## src/rtl/pft_pkg.sv

```systemverilog
package pft_pkg;

    typedef enum logic [2:0] {
        FLD_IDLE,
        FLD_PRE,
        FLD_SYNC,
        FLD_TRL,
        FLD_HDR,
        FLD_LEN,
        FLD_PAY,
        FLD_CRC
    } field_e;

    localparam int SYNC_MAX_BYTES = 8;
    localparam int SYNC_W         = SYNC_MAX_BYTES * 8;
    localparam int TRL_BITS       = 4;
    localparam int ADDR_W         = 14;
    localparam int PID_W          = 2;
    localparam int CRC_W          = 16;
    localparam logic [CRC_W-1:0] CRC_PRESET = 16'hFFFF;
    localparam logic [CRC_W-1:0] POLY_A     = 16'h1021;
    localparam logic [CRC_W-1:0] POLY_B     = 16'h8005;

    // Per-bit view of where the sequencer stands
    typedef struct packed {
        logic   last;        // final bit of the current field
        logic   byte_end;    // final bit of a byte
        field_e tgt;         // field owning the next bit
        logic   hdr_second;  // next byte is the second header byte
    } step_t;

    function automatic logic carries_bytes(field_e f);
        return (f == FLD_HDR) || (f == FLD_LEN) || (f == FLD_PAY);
    endfunction

    function automatic int sync_bytes(logic [1:0] code);
        case (code)
            2'd0:    return 4;
            2'd1:    return 6;
            default: return SYNC_MAX_BYTES;
        endcase
    endfunction

    function automatic field_e next_field(field_e f, logic hdr_en, logic len_en,
                                          logic pay_nz, logic crc_en);
        field_e after_pay;
        field_e after_len;
        field_e after_hdr;
        after_pay = crc_en ? FLD_CRC : FLD_IDLE;
        after_len = pay_nz ? FLD_PAY : after_pay;
        after_hdr = len_en ? FLD_LEN : after_len;
        case (f)
            FLD_PRE:  return FLD_SYNC;
            FLD_SYNC: return FLD_TRL;
            FLD_TRL:  return hdr_en ? FLD_HDR : after_hdr;
            FLD_HDR:  return after_hdr;
            FLD_LEN:  return after_len;
            FLD_PAY:  return after_pay;
            default:  return FLD_IDLE;
        endcase
    endfunction

    function automatic logic [CRC_W-1:0] crc_step(logic [CRC_W-1:0] c, logic b, logic sel);
        logic [CRC_W-1:0] n;
        n = {c[CRC_W-2:0], 1'b0};
        if (c[CRC_W-1] ^ b)
            n = n ^ (sel ? POLY_B : POLY_A);
        return n;
    endfunction

endpackage

```

## src/rtl/pft_seq.sv

```systemverilog
module pft_seq
    import pft_pkg::*;
#(
    parameter int PRE_LEN_W = 8,
    parameter int PAY_LEN_W = 8
) (
    input  logic                 clk,
    input  logic                 rst,
    input  logic                 start,
    input  logic                 bit_en,
    input  logic [PRE_LEN_W-1:0] cfg_pre_len,
    input  logic [1:0]           cfg_sync_len,
    input  logic                 cfg_hdr_en,
    input  logic                 cfg_addr_ext,
    input  logic                 cfg_len_en,
    input  logic [PAY_LEN_W-1:0] cfg_pay_len,
    input  logic                 cfg_crc_en,
    output field_e               fld,
    output logic                 accept,
    output logic                 emit,
    output step_t                step,
    output logic [PAY_LEN_W-1:0] pay_len_q,
    output logic                 done
);

    localparam int LEN_MAX_W = (PRE_LEN_W > PAY_LEN_W) ? PRE_LEN_W : PAY_LEN_W;
    localparam int CNT_W     = (LEN_MAX_W + 3 > 6) ? LEN_MAX_W + 3 : 6;

    logic [CNT_W-1:0] cnt;
    logic [CNT_W-1:0] nlen;
    logic [1:0]       sync_len_q;
    logic             hdr_en_q;
    logic             ext_q;
    logic             len_en_q;
    logic             crc_en_q;
    logic             busy_i;
    field_e           nxt;

    assign busy_i = (fld != FLD_IDLE);
    assign accept = start & ~busy_i;
    assign emit   = busy_i & bit_en;

    always_comb begin
        nxt = next_field(fld, hdr_en_q, len_en_q, pay_len_q != '0, crc_en_q);
    end

    always_comb begin
        step.last       = (cnt == '0);
        step.byte_end   = (cnt[2:0] == 3'd0);
        step.tgt        = step.last ? nxt : fld;
        step.hdr_second = (fld == FLD_HDR) && !step.last;
    end

    // Bit count minus one of the field entered next
    always_comb begin
        case (nxt)
            FLD_SYNC: nlen = CNT_W'(sync_bytes(sync_len_q) * 8 - 1);
            FLD_TRL:  nlen = CNT_W'(TRL_BITS - 1);
            FLD_HDR:  nlen = ext_q ? CNT_W'(15) : CNT_W'(7);
            FLD_LEN:  nlen = CNT_W'(7);
            FLD_PAY:  nlen = CNT_W'({pay_len_q, 3'b000}) - CNT_W'(1);
            FLD_CRC:  nlen = CNT_W'(CRC_W - 1);
            default:  nlen = '0;
        endcase
    end

    always_ff @(posedge clk) begin
        done <= 1'b0;
        if (rst) begin
            fld        <= FLD_IDLE;
            cnt        <= '0;
            sync_len_q <= '0;
            hdr_en_q   <= 1'b0;
            ext_q      <= 1'b0;
            len_en_q   <= 1'b0;
            pay_len_q  <= '0;
            crc_en_q   <= 1'b0;
        end else if (accept) begin
            fld        <= FLD_PRE;
            cnt        <= CNT_W'({cfg_pre_len, 3'b111});
            sync_len_q <= cfg_sync_len;
            hdr_en_q   <= cfg_hdr_en;
            ext_q      <= cfg_addr_ext;
            len_en_q   <= cfg_len_en;
            pay_len_q  <= cfg_pay_len;
            crc_en_q   <= cfg_crc_en;
        end else if (emit) begin
            if (step.last) begin
                fld <= nxt;
                cnt <= nlen;
                if (nxt == FLD_IDLE)
                    done <= 1'b1;
            end else begin
                cnt <= cnt - 1'b1;
            end
        end
    end

    // a start seen mid-packet leaves the sequencer untouched
    a_r10_start_ignored: assert property (@(posedge clk) disable iff (rst)
        (busy_i && start && !bit_en) |=> ($stable(fld) && $stable(cnt)));

    // done never lasts two cycles
    a_r11_done_single: assert property (@(posedge clk) disable iff (rst)
        done |=> !done);

    // the CRC field never spans more than sixteen bits
    a_r9_crc_window: assert property (@(posedge clk) disable iff (rst)
        (fld == FLD_CRC) |-> (cnt < CNT_W'(CRC_W)));

endmodule

```

## src/rtl/pft_crc16.sv

```systemverilog
module pft_crc16
    import pft_pkg::*;
(
    input  logic   clk,
    input  logic   rst,
    input  logic   accept,
    input  logic   cfg_crc_sel,
    input  logic   emit,
    input  field_e fld,
    input  logic   bit_in,
    output logic   crc_msb
);

    logic [CRC_W-1:0] crc;
    logic             sel_q;

    assign crc_msb = crc[CRC_W-1];

    // Accumulates over byte fields, then drains itself during the CRC field
    always_ff @(posedge clk) begin
        if (rst) begin
            crc   <= '0;
            sel_q <= 1'b0;
        end else if (accept) begin
            crc   <= CRC_PRESET;
            sel_q <= cfg_crc_sel;
        end else if (emit) begin
            if (carries_bytes(fld))
                crc <= crc_step(crc, bit_in, sel_q);
            else if (fld == FLD_CRC)
                crc <= {crc[CRC_W-2:0], 1'b0};
        end
    end

endmodule

```

## src/rtl/pft_bitsrc.sv

```systemverilog
module pft_bitsrc
    import pft_pkg::*;
#(
    parameter int PAY_LEN_W = 8
) (
    input  logic                 clk,
    input  logic                 rst,
    input  logic                 accept,
    input  logic [SYNC_W-1:0]    cfg_sync_word,
    input  logic [PID_W-1:0]     cfg_pid,
    input  logic [ADDR_W-1:0]    cfg_addr,
    input  logic                 emit,
    input  field_e               fld,
    input  step_t                step,
    input  logic [PAY_LEN_W-1:0] pay_len_q,
    input  logic [7:0]           fifo_data,
    input  logic                 crc_bit,
    output logic                 cur_bit,
    output logic                 fifo_rd
);

    logic [SYNC_W-1:0] sync_sr;
    logic [7:0]        byte_sr;
    logic [7:0]        next_byte;
    logic              alt;
    logic              load_byte;
    logic [PID_W-1:0]  pid_q;
    logic [ADDR_W-1:0] addr_q;

    always_comb begin
        case (fld)
            FLD_PRE, FLD_TRL:          cur_bit = alt;
            FLD_SYNC:                  cur_bit = sync_sr[SYNC_W-1];
            FLD_HDR, FLD_LEN, FLD_PAY: cur_bit = byte_sr[7];
            FLD_CRC:                   cur_bit = crc_bit;
            default:                   cur_bit = 1'b0;
        endcase
    end

    assign load_byte = emit && step.byte_end && carries_bytes(step.tgt);
    assign fifo_rd   = load_byte && (step.tgt == FLD_PAY);

    always_comb begin
        case (step.tgt)
            FLD_HDR: next_byte = step.hdr_second ? addr_q[ADDR_W-1:6]
                                                 : {pid_q, addr_q[5:0]};
            FLD_LEN: next_byte = 8'(pay_len_q);
            default: next_byte = fifo_data;
        endcase
    end

    always_ff @(posedge clk) begin
        if (rst) begin
            sync_sr <= '0;
            byte_sr <= '0;
            alt     <= 1'b0;
            pid_q   <= '0;
            addr_q  <= '0;
        end else if (accept) begin
            sync_sr <= cfg_sync_word;
            alt     <= ~cfg_sync_word[SYNC_W-1];
            pid_q   <= cfg_pid;
            addr_q  <= cfg_addr;
            byte_sr <= '0;
        end else if (emit) begin
            if (fld == FLD_SYNC)
                sync_sr <= {sync_sr[SYNC_W-2:0], 1'b0};
            if (fld == FLD_SYNC && step.last)
                alt <= ~sync_sr[SYNC_W-1];
            else
                alt <= ~alt;
            if (load_byte)
                byte_sr <= next_byte;
            else
                byte_sr <= {byte_sr[6:0], 1'b0};
        end
    end

    // preamble bits alternate
    a_r3_pre_alternates: assert property (@(posedge clk) disable iff (rst)
        (emit && fld == FLD_PRE && !step.last) |=> (cur_bit != $past(cur_bit)));

    // trailer bits alternate
    a_r5_trl_alternates: assert property (@(posedge clk) disable iff (rst)
        (emit && fld == FLD_TRL && !step.last) |=> (cur_bit != $past(cur_bit)));

    // every FIFO pop feeds the payload field
    a_r8_read_feeds_payload: assert property (@(posedge clk) disable iff (rst)
        fifo_rd |=> (fld == FLD_PAY));

endmodule

```

## src/rtl/pkt_framer_tx.sv

```systemverilog
module pkt_framer_tx
    import pft_pkg::*;
#(
    parameter int PRE_LEN_W = 8,
    parameter int PAY_LEN_W = 8
) (
    input  logic                 clk,
    input  logic                 rst,
    input  logic                 start,
    input  logic                 bit_en,
    input  logic [PRE_LEN_W-1:0] cfg_pre_len,
    input  logic [1:0]           cfg_sync_len,
    input  logic [SYNC_W-1:0]    cfg_sync_word,
    input  logic                 cfg_hdr_en,
    input  logic [PID_W-1:0]     cfg_pid,
    input  logic [ADDR_W-1:0]    cfg_addr,
    input  logic                 cfg_addr_ext,
    input  logic                 cfg_len_en,
    input  logic [PAY_LEN_W-1:0] cfg_pay_len,
    input  logic                 cfg_crc_en,
    input  logic                 cfg_crc_sel,
    input  logic [7:0]           fifo_data,
    output logic                 fifo_rd,
    output logic                 tx_bit,
    output logic                 tx_valid,
    output logic                 busy,
    output logic                 done
);

    field_e               fld;
    step_t                step;
    logic                 accept;
    logic                 emit;
    logic                 cur_bit;
    logic                 crc_bit;
    logic [PAY_LEN_W-1:0] pay_len_q;

    pft_seq #(
        .PRE_LEN_W (PRE_LEN_W),
        .PAY_LEN_W (PAY_LEN_W)
    ) u_seq (
        .clk          (clk),
        .rst          (rst),
        .start        (start),
        .bit_en       (bit_en),
        .cfg_pre_len  (cfg_pre_len),
        .cfg_sync_len (cfg_sync_len),
        .cfg_hdr_en   (cfg_hdr_en),
        .cfg_addr_ext (cfg_addr_ext),
        .cfg_len_en   (cfg_len_en),
        .cfg_pay_len  (cfg_pay_len),
        .cfg_crc_en   (cfg_crc_en),
        .fld          (fld),
        .accept       (accept),
        .emit         (emit),
        .step         (step),
        .pay_len_q    (pay_len_q),
        .done         (done)
    );

    pft_bitsrc #(
        .PAY_LEN_W (PAY_LEN_W)
    ) u_bitsrc (
        .clk           (clk),
        .rst           (rst),
        .accept        (accept),
        .cfg_sync_word (cfg_sync_word),
        .cfg_pid       (cfg_pid),
        .cfg_addr      (cfg_addr),
        .emit          (emit),
        .fld           (fld),
        .step          (step),
        .pay_len_q     (pay_len_q),
        .fifo_data     (fifo_data),
        .crc_bit       (crc_bit),
        .cur_bit       (cur_bit),
        .fifo_rd       (fifo_rd)
    );

    pft_crc16 u_crc (
        .clk         (clk),
        .rst         (rst),
        .accept      (accept),
        .cfg_crc_sel (cfg_crc_sel),
        .emit        (emit),
        .fld         (fld),
        .bit_in      (cur_bit),
        .crc_msb     (crc_bit)
    );

    assign busy = (fld != FLD_IDLE);

    always_ff @(posedge clk) begin
        if (rst) begin
            tx_valid <= 1'b0;
            tx_bit   <= 1'b0;
        end else begin
            tx_valid <= emit;
            if (emit)
                tx_bit <= cur_bit;
        end
    end

    // a strobe only ever follows a bit-rate enable
    a_r2_strobe_follows_enable: assert property (@(posedge clk) disable iff (rst)
        tx_valid |-> $past(bit_en));

    // done coincides with the final strobe and the end of busy
    a_r11_done_with_last: assert property (@(posedge clk) disable iff (rst)
        done |-> (tx_valid && !busy));

endmodule

```

## config.mk

```make
export PLATFORM = sky130hd
export DESIGN_NAME = pkt_framer_tx
export DESIGN_NICKNAME = d
export VERILOG_FILES = /design/src/rtl/pft_pkg.sv /design/src/rtl/pft_seq.sv /design/src/rtl/pft_crc16.sv /design/src/rtl/pft_bitsrc.sv /design/src/rtl/pkt_framer_tx.sv
export SDC_FILE = /design/constraint.sdc
export NUM_CORES = 1
export LEC_CHECK = 0
export CORE_MARGIN = 2
export CORE_UTILIZATION = 40
export CTS_BUF_LIST = sky130_fd_sc_hd__clkbuf_2 sky130_fd_sc_hd__clkbuf_4 sky130_fd_sc_hd__clkbuf_8
export DETAILED_ROUTE_END_ITERATION = 7
export DONT_BUFFER_PORTS = 1
export GPL_TIMING_DRIVEN = 0
export PLACE_DENSITY = 0.59
export SLEW_MARGIN = 40
export SYNTH_ARGS = -nofsm -noshare
export SYNTH_HDL_FRONTEND = slang
export SYNTH_SLANG_ARGS = --single-unit
```

## constraint.sdc

```tcl
create_clock -name clk -period 2.52 [get_ports clk]
set_input_delay 0.126 -clock clk [delete_from_list [all_inputs] [get_ports clk]]
set_output_delay 0.126 -clock clk [all_outputs]
set_load 0.01 [all_outputs]
```

# Word level (Yosys, flattened, before mapping)
# Cells that the tools add are included.
[word_totals]
regBits = 137
out_inout_bits = 5
wordCells = 106
[classes]
add_sub_neg = 3
eq_ne = 17
muxes = 32
bitwise = 10
n_reduce_logical = 25
[op_table]
columns = ["operator", "count"]
rows = [
  ["$mux W64", 3],
  ["$mux W16", 6],
  ["$pmux W11 S6", 1],
  ["$eq A3 B3 Y1 const B", 11],
  ["$mux W11", 3],
  ["$mux W8", 3],
  ["$sub A11 B1 Y11 const B", 2],
  ["$pmux W3 S6", 1],
  ["$pmux W8 S2", 1],
  ["$xor A16 B16 Y16", 1],
  ["$mux W3", 5],
  ["$eq A3 B2 Y1 const B", 4],
  ["$logic_not A11 Y1", 1],
  ["$sub A11 B2 Y11 const B", 1],
  ["$pmux W4 S2", 1],
  ["$reduce_bool A8 Y1", 1],
  ["$logic_not A3 Y1", 2],
  ["$mux W1", 6],
  ["$not A1 Y1", 6],
  ["$reduce_bool A3 Y1", 2],
  ["$logic_and A1 B1 Y1", 5],
  ["$logic_or A1 B1 Y1", 4],
  ["$mux W4", 1],
  ["$pmux W1 S4", 1],
  ["11 further kinds", 15],
]

# Longest topological paths before layout
[depth]
depth_word = 12
mapped_depth = 11
depth_no_buf = 9

# Hierarchy
# A second synthesis with hierarchy kept.
[hier_totals]
cells_unflattened = 864
area_unflattened_um2 = 7557.2
[by_module_without_submodules]
columns = ["mod", "n_inst", "cells_each", "area_per_inst_um2", "seq_area_each_um2"]
rows = [
  ["pft_bitsrc", 1, 504, 4649.5, 1781.7],
  ["pft_seq", 1, 257, 1966.9, 580.6],
  ["pft_crc16", 1, 97, 874.6, 340.3],
  ["pkt_framer_tx", 1, 6, 66.3, 40.0],
]

# Least setup slack after synthesis
# No wires, ideal clock.
[synth_timing]
path_kind = "flip-flop to flip-flop"
start = "register u_seq.cnt[0]"
end = "register u_bitsrc.byte_sr[6]"
setup_ns = 0.120
arrival_ns = 2.084
t_required_ns = 2.400
setup_slack_ns = 0.316
path_stages_with_launch = 10
cell_sequence = "dfxtp_1 -> inv_1 -> ha_1 -> nor4b_2 -> and3_1 -> buf_4 -> mux2i_4 -> mux2i_1 -> nor3_1 -> a211o_1"
[synth_via]
elab_chain_cells = 7
[synth_rtl]
columns = ["element", "line", "rtl"]
rows = [
  ["from (decl)", "pft_seq.sv:29", "logic [CNT_W-1:0] cnt;"],
  ["from (signal assigned)", "pft_seq.sv:80", "cnt <= CNT_W'({cfg_pre_len, 3'b111});"],
  ["from (signal assigned)", "pft_seq.sv:90", "cnt <= nlen;"],
  ["from (signal assigned)", "pft_seq.sv:94", "cnt <= cnt - 1'b1;"],
  ["$logic_not A11 Y1", "pft_seq.sv:48", "step.last = (cnt == '0);"],
  ["$mux W3", "pft_seq.sv:50", "step.tgt = step.last ? nxt : fld;"],
  ["$eq A3 B3 Y1", "pft_pkg.sv:33, pft_bitsrc.sv:44", ""],
  ["$logic_or A1 B1 Y1 (2 in series)", "pft_pkg.sv:33", "return (f == FLD_HDR) || (f == FLD_LEN) || (f == FLD_PAY);"],
  ["$logic_and A1 B1 Y1", "pft_bitsrc.sv:40", "assign load_byte = emit && step.byte_end && carries_bytes(step.tgt);"],
  ["$mux W8 *", "pft_bitsrc.sv:72", "if (load_byte)"],
  ["to (signal assigned)", "pft_bitsrc.sv:73", "byte_sr <= next_byte;"],
  ["to (signal assigned)", "pft_bitsrc.sv:75", "byte_sr <= {byte_sr[6:0], 1'b0};"],
  ["to (decl)", "pft_bitsrc.sv:23", "logic [7:0] byte_sr;"],
]
# Every way passes the cells marked *; elsewhere a longest branch is shown, timed or not.
# A chain may end at the register's enable or synchronous reset.

# Worst setup path in the final report
[layout_timing]
start = "register u_seq.cnt[0]"
end = "register u_bitsrc.byte_sr[1]"
# Same word-level chain as after synthesis.

==> summary.md <==
| Metric | Value |
|---|---|
| Die Span Y | ~130 um |
| Iter 0 DRT Violations | 566 |
| Yosys top cell by area | dfxtp_1 |
| Crit path launch type | flop |
| Fin. max-slew vios | 0 |
| Initial Util | 40.64% |
| Ys async rst share | 0% |
| Final instance area | 8613 sq um |
| ANT nets after route | 0 |
| Final setup fails | 0 |
| Vias in the first global route | roughly 6500 |
| Number of vias per cell | ~5.5 |
| Slowest CP cell | dfxtp_1 |
| Placer's final routability congestion estimate | between 0.8 and 0.9 |
| Slew Limit Headroom | around 49% |
| Pre-CTS WS | -0.2005 ns |
| Synth Flop Type | dfxtp_1 |
| Setup TNS | 0 ns |
| Critical Path, Cell by Cell | inv_1 > ha_2 > nor4b_4 > nand3_2 > clkbuf_2 > and3_1 > o211a_1 > a211o_1 |
| H-tree depth | 4 |
| DP Cell Count | roughly 1100 |
| Average size of a mapped cell | ~7.7 sq um |
| Maximum vdd drop | between 0.4 and 0.5 mV |
| Final Routed Wirelength | 20830 um |
| Total gr overflow | 0 |
| Top cell type's share of synthesized area | around two fifths |
| Post-Syn Instances | 867 |
| Top cells by area, synth | dfxtp_1 41%, nand2_1 14%, a311oi_1 8.9%, nor2_1 4.9%, a21oi_1 3.4% |
| Max Cap Viol | 0 |
| DIE AREA | between 15000 and 20000 sq um |
| DP Area | between 6000 and 7000 sq um |
| Syn Std Cell Area | ~6700 sq um |
| DR WL/cell | between 15 and 20 um |
| Hold Path Class | in2reg |
| Synth Warn # | 0 |
| Power per Cell Area | approximately 950 nW/um^2 |
| Critical path arrival | 2.82 ns |
| Post-synthesis net count | slightly below 1000 |
| Final hold slack | approximately 0.048 ns |
| Num CTS Buffers | 17 |
| Count of flip-flops with a built-in enable after synthesis | 0 |
| Share of layout cells above drive strength 1 | ~8.3% |
| Crit Path Class | reg2reg |
| HPWL Detailed | 14290 um |
| Period minus WS final | about 2.5 ns |
| CP Max Fanout | 10 |
| Synthesis-to-layout area growth | 28.27% |
| Root buf cell | clkbuf_8 |
| Worst-path clk slew | 0.08 ns |
| Max Clock Skew | roughly 0.012 ns |
| PortBufs | 0 |
| LEAKAGE | between 3 and 4 nW |
| Pin count of the biggest net entering global routing | 17 |
| Clock Latency Late Sink | 0.46 ns |
| Post-Layout Cell Count | 1238 |
| Fin crit share | 97.83% |
| Fin util | a little over half |
| Layout net count | about 1100 |
| RSZ-0062 raised after global routing | true |
| All-Layer GR Usage | 23.49% |
| Tot Pwr | 8.202 mW |
| Unique cell type count in the Yosys netlist | 66 |
| Number of synthesized register bits | roughly 140 |
| Critical Path RT | between 2 and 3 ns |
| Status | finished clean |
| Buffer and inverter count on the worst path | 2 |
| Final Hold Fails | 0 |
| Die width | about 130 um |
| Max Fclk | approximately 0.41 GHz |
| Tightest Pin Transition | 0.7723 ns |
| Max clock buf depth | 2 |
| Worst Setup End Kind | flop |
| Worst stage delay on the critical path | around 0.34 ns |
| # IOs | 120 |
| Clk sinks | ~140 |
| Initial antenna violation count | 1 |
| Global-route wire length before repair | ~33000 um |
| CTS tree | yes |
| Min setup slack post-route | between 0.05 and 0.06 ns |
| Core Footprint | approximately 17000 sq um |
| Vias | about 6800 |
| Row count | 47 |
| Seq/Total Area, Yosys | around 41% |
| Pre-antenna DRT Iters | 5 |
| Crit path max-delay family | simple AND/OR/NAND/NOR gates |
| Residual DRC | 0 |
synthesized netlist by cell type, drive strengths merged (2+ instances only):
library cell	instances
nor3	20
nand2b	5
xor2	6
a211oi	3
a22oi	2
nor3b	3
o211a	2
mux2i	14
clkbuf	55
a31oi	17
nor2b	5
inv	11
o31a	3
mux2	7
buf	15
and2b	2
nand2	252
a21oi	46
a221oi	3
dfxtp	137
nor4	7
xnor2	5
ha	4
and2	7
nand3	17
a32oi	9
o211ai	3
a211o	6
nand4	3
and3	4
a2111oi	2
a311oi	68
nor2	88
o21ai	19
power by group:
part,internal (mW),switching [mW],total (mW)
clock network,0.820,0.857,1.68
logic,1.31,2.14,3.44
registers,2.70,0.384,3.09
final cells by class:
class / count / area, sq um
Antenna cell: 2 / 5.005
Buffer: 70 / 322.8
Clock buffer: 24 / 317.8
Clock inverter: 6 / 41.29
Fill cell: 1603 / 7911
Inverter: 11 / 41.29
Multi-Input combinational cell: 649 / 3692
Sequential cell: 137 / 2744
Tap cell: 220 / 275.3
Timing Repair Buffer: 119 / 1174
metal layers:
layer  global-route usage [%]  up-vias  wire [um]
met5                        0        -          0
met4                    10.52        0        550
met3                    5.061       43       1088
met2                    37.06      198       9659
met1                    30.93     3198       9531
li1                         -     3346          -
registers in the layout, indices dropped and copies added, names as in the netlist, 2 cells and up:
signal and count:
u_seq.sync_len_q 2, u_bitsrc.pid_q 2, u_seq.fld 3, u_bitsrc.sync_sr 64
u_seq.pay_len_q 8, u_bitsrc.byte_sr 8, u_seq.cnt 11, u_bitsrc.addr_q 14
u_crc.crc 16
placed cells by master (no fill, tap or decap), types with 16 or more instances in the layout:
cell and instances:
nand2_1 252, dfxtp_1 136, dlygate4sd3_1 112, nor2_1 87
a311oi_1 68, clkbuf_1 46, a21oi_1 46, clkbuf_8 24
nor3_1 18, o21ai_0 17, a31oi_1 16
kinds of logic after synthesis:
| kind of cell | synth area share [%] |
|---|---|
| flip-flops | 40.84 |
| AND/OR/NAND/NOR | 26.50 |
| multiplexers | 3.447 |
| buffers and inverters | 5.180 |
| AO/OA/AOI/OAI | 21.86 |
| adder cells (fa/ha/maj) | 0.7453 |
| XOR/XNOR | 1.435 |
repair_timing:
action,CTS,global route
setup endpoints to repair,40,59
pin swaps,1,4
hold buffers,112,0
buffers inserted,1,6
hold endpoints to repair,116,0
gates resized for setup,8,20
path summary, 6_finish.rpt:
kind | start | end | slack [ns] | depth (start not counted)
setup / recovery | u_seq.cnt[0] | u_bitsrc.byte_sr[1] | 0.05 | 8
hold / removal | fifo_data[2] | u_bitsrc.byte_sr[2] | 0.05 | 4
setup reg to reg | u_seq.cnt[0] | u_bitsrc.byte_sr[1] | 0.05 | 8
hold reg to reg | u_bitsrc.addr_q[9] | u_bitsrc.addr_q[9] | 0.45 | 2
worst min-delay path: cells and delay by family:
| kind | cells | cell delay, ns |
|---|---|---|
| AO/OA/AOI/OAI | 3 | 0.30 |
| buffers and inverters | 1 | 0.04 |
(Power assumes the default switching activity.)
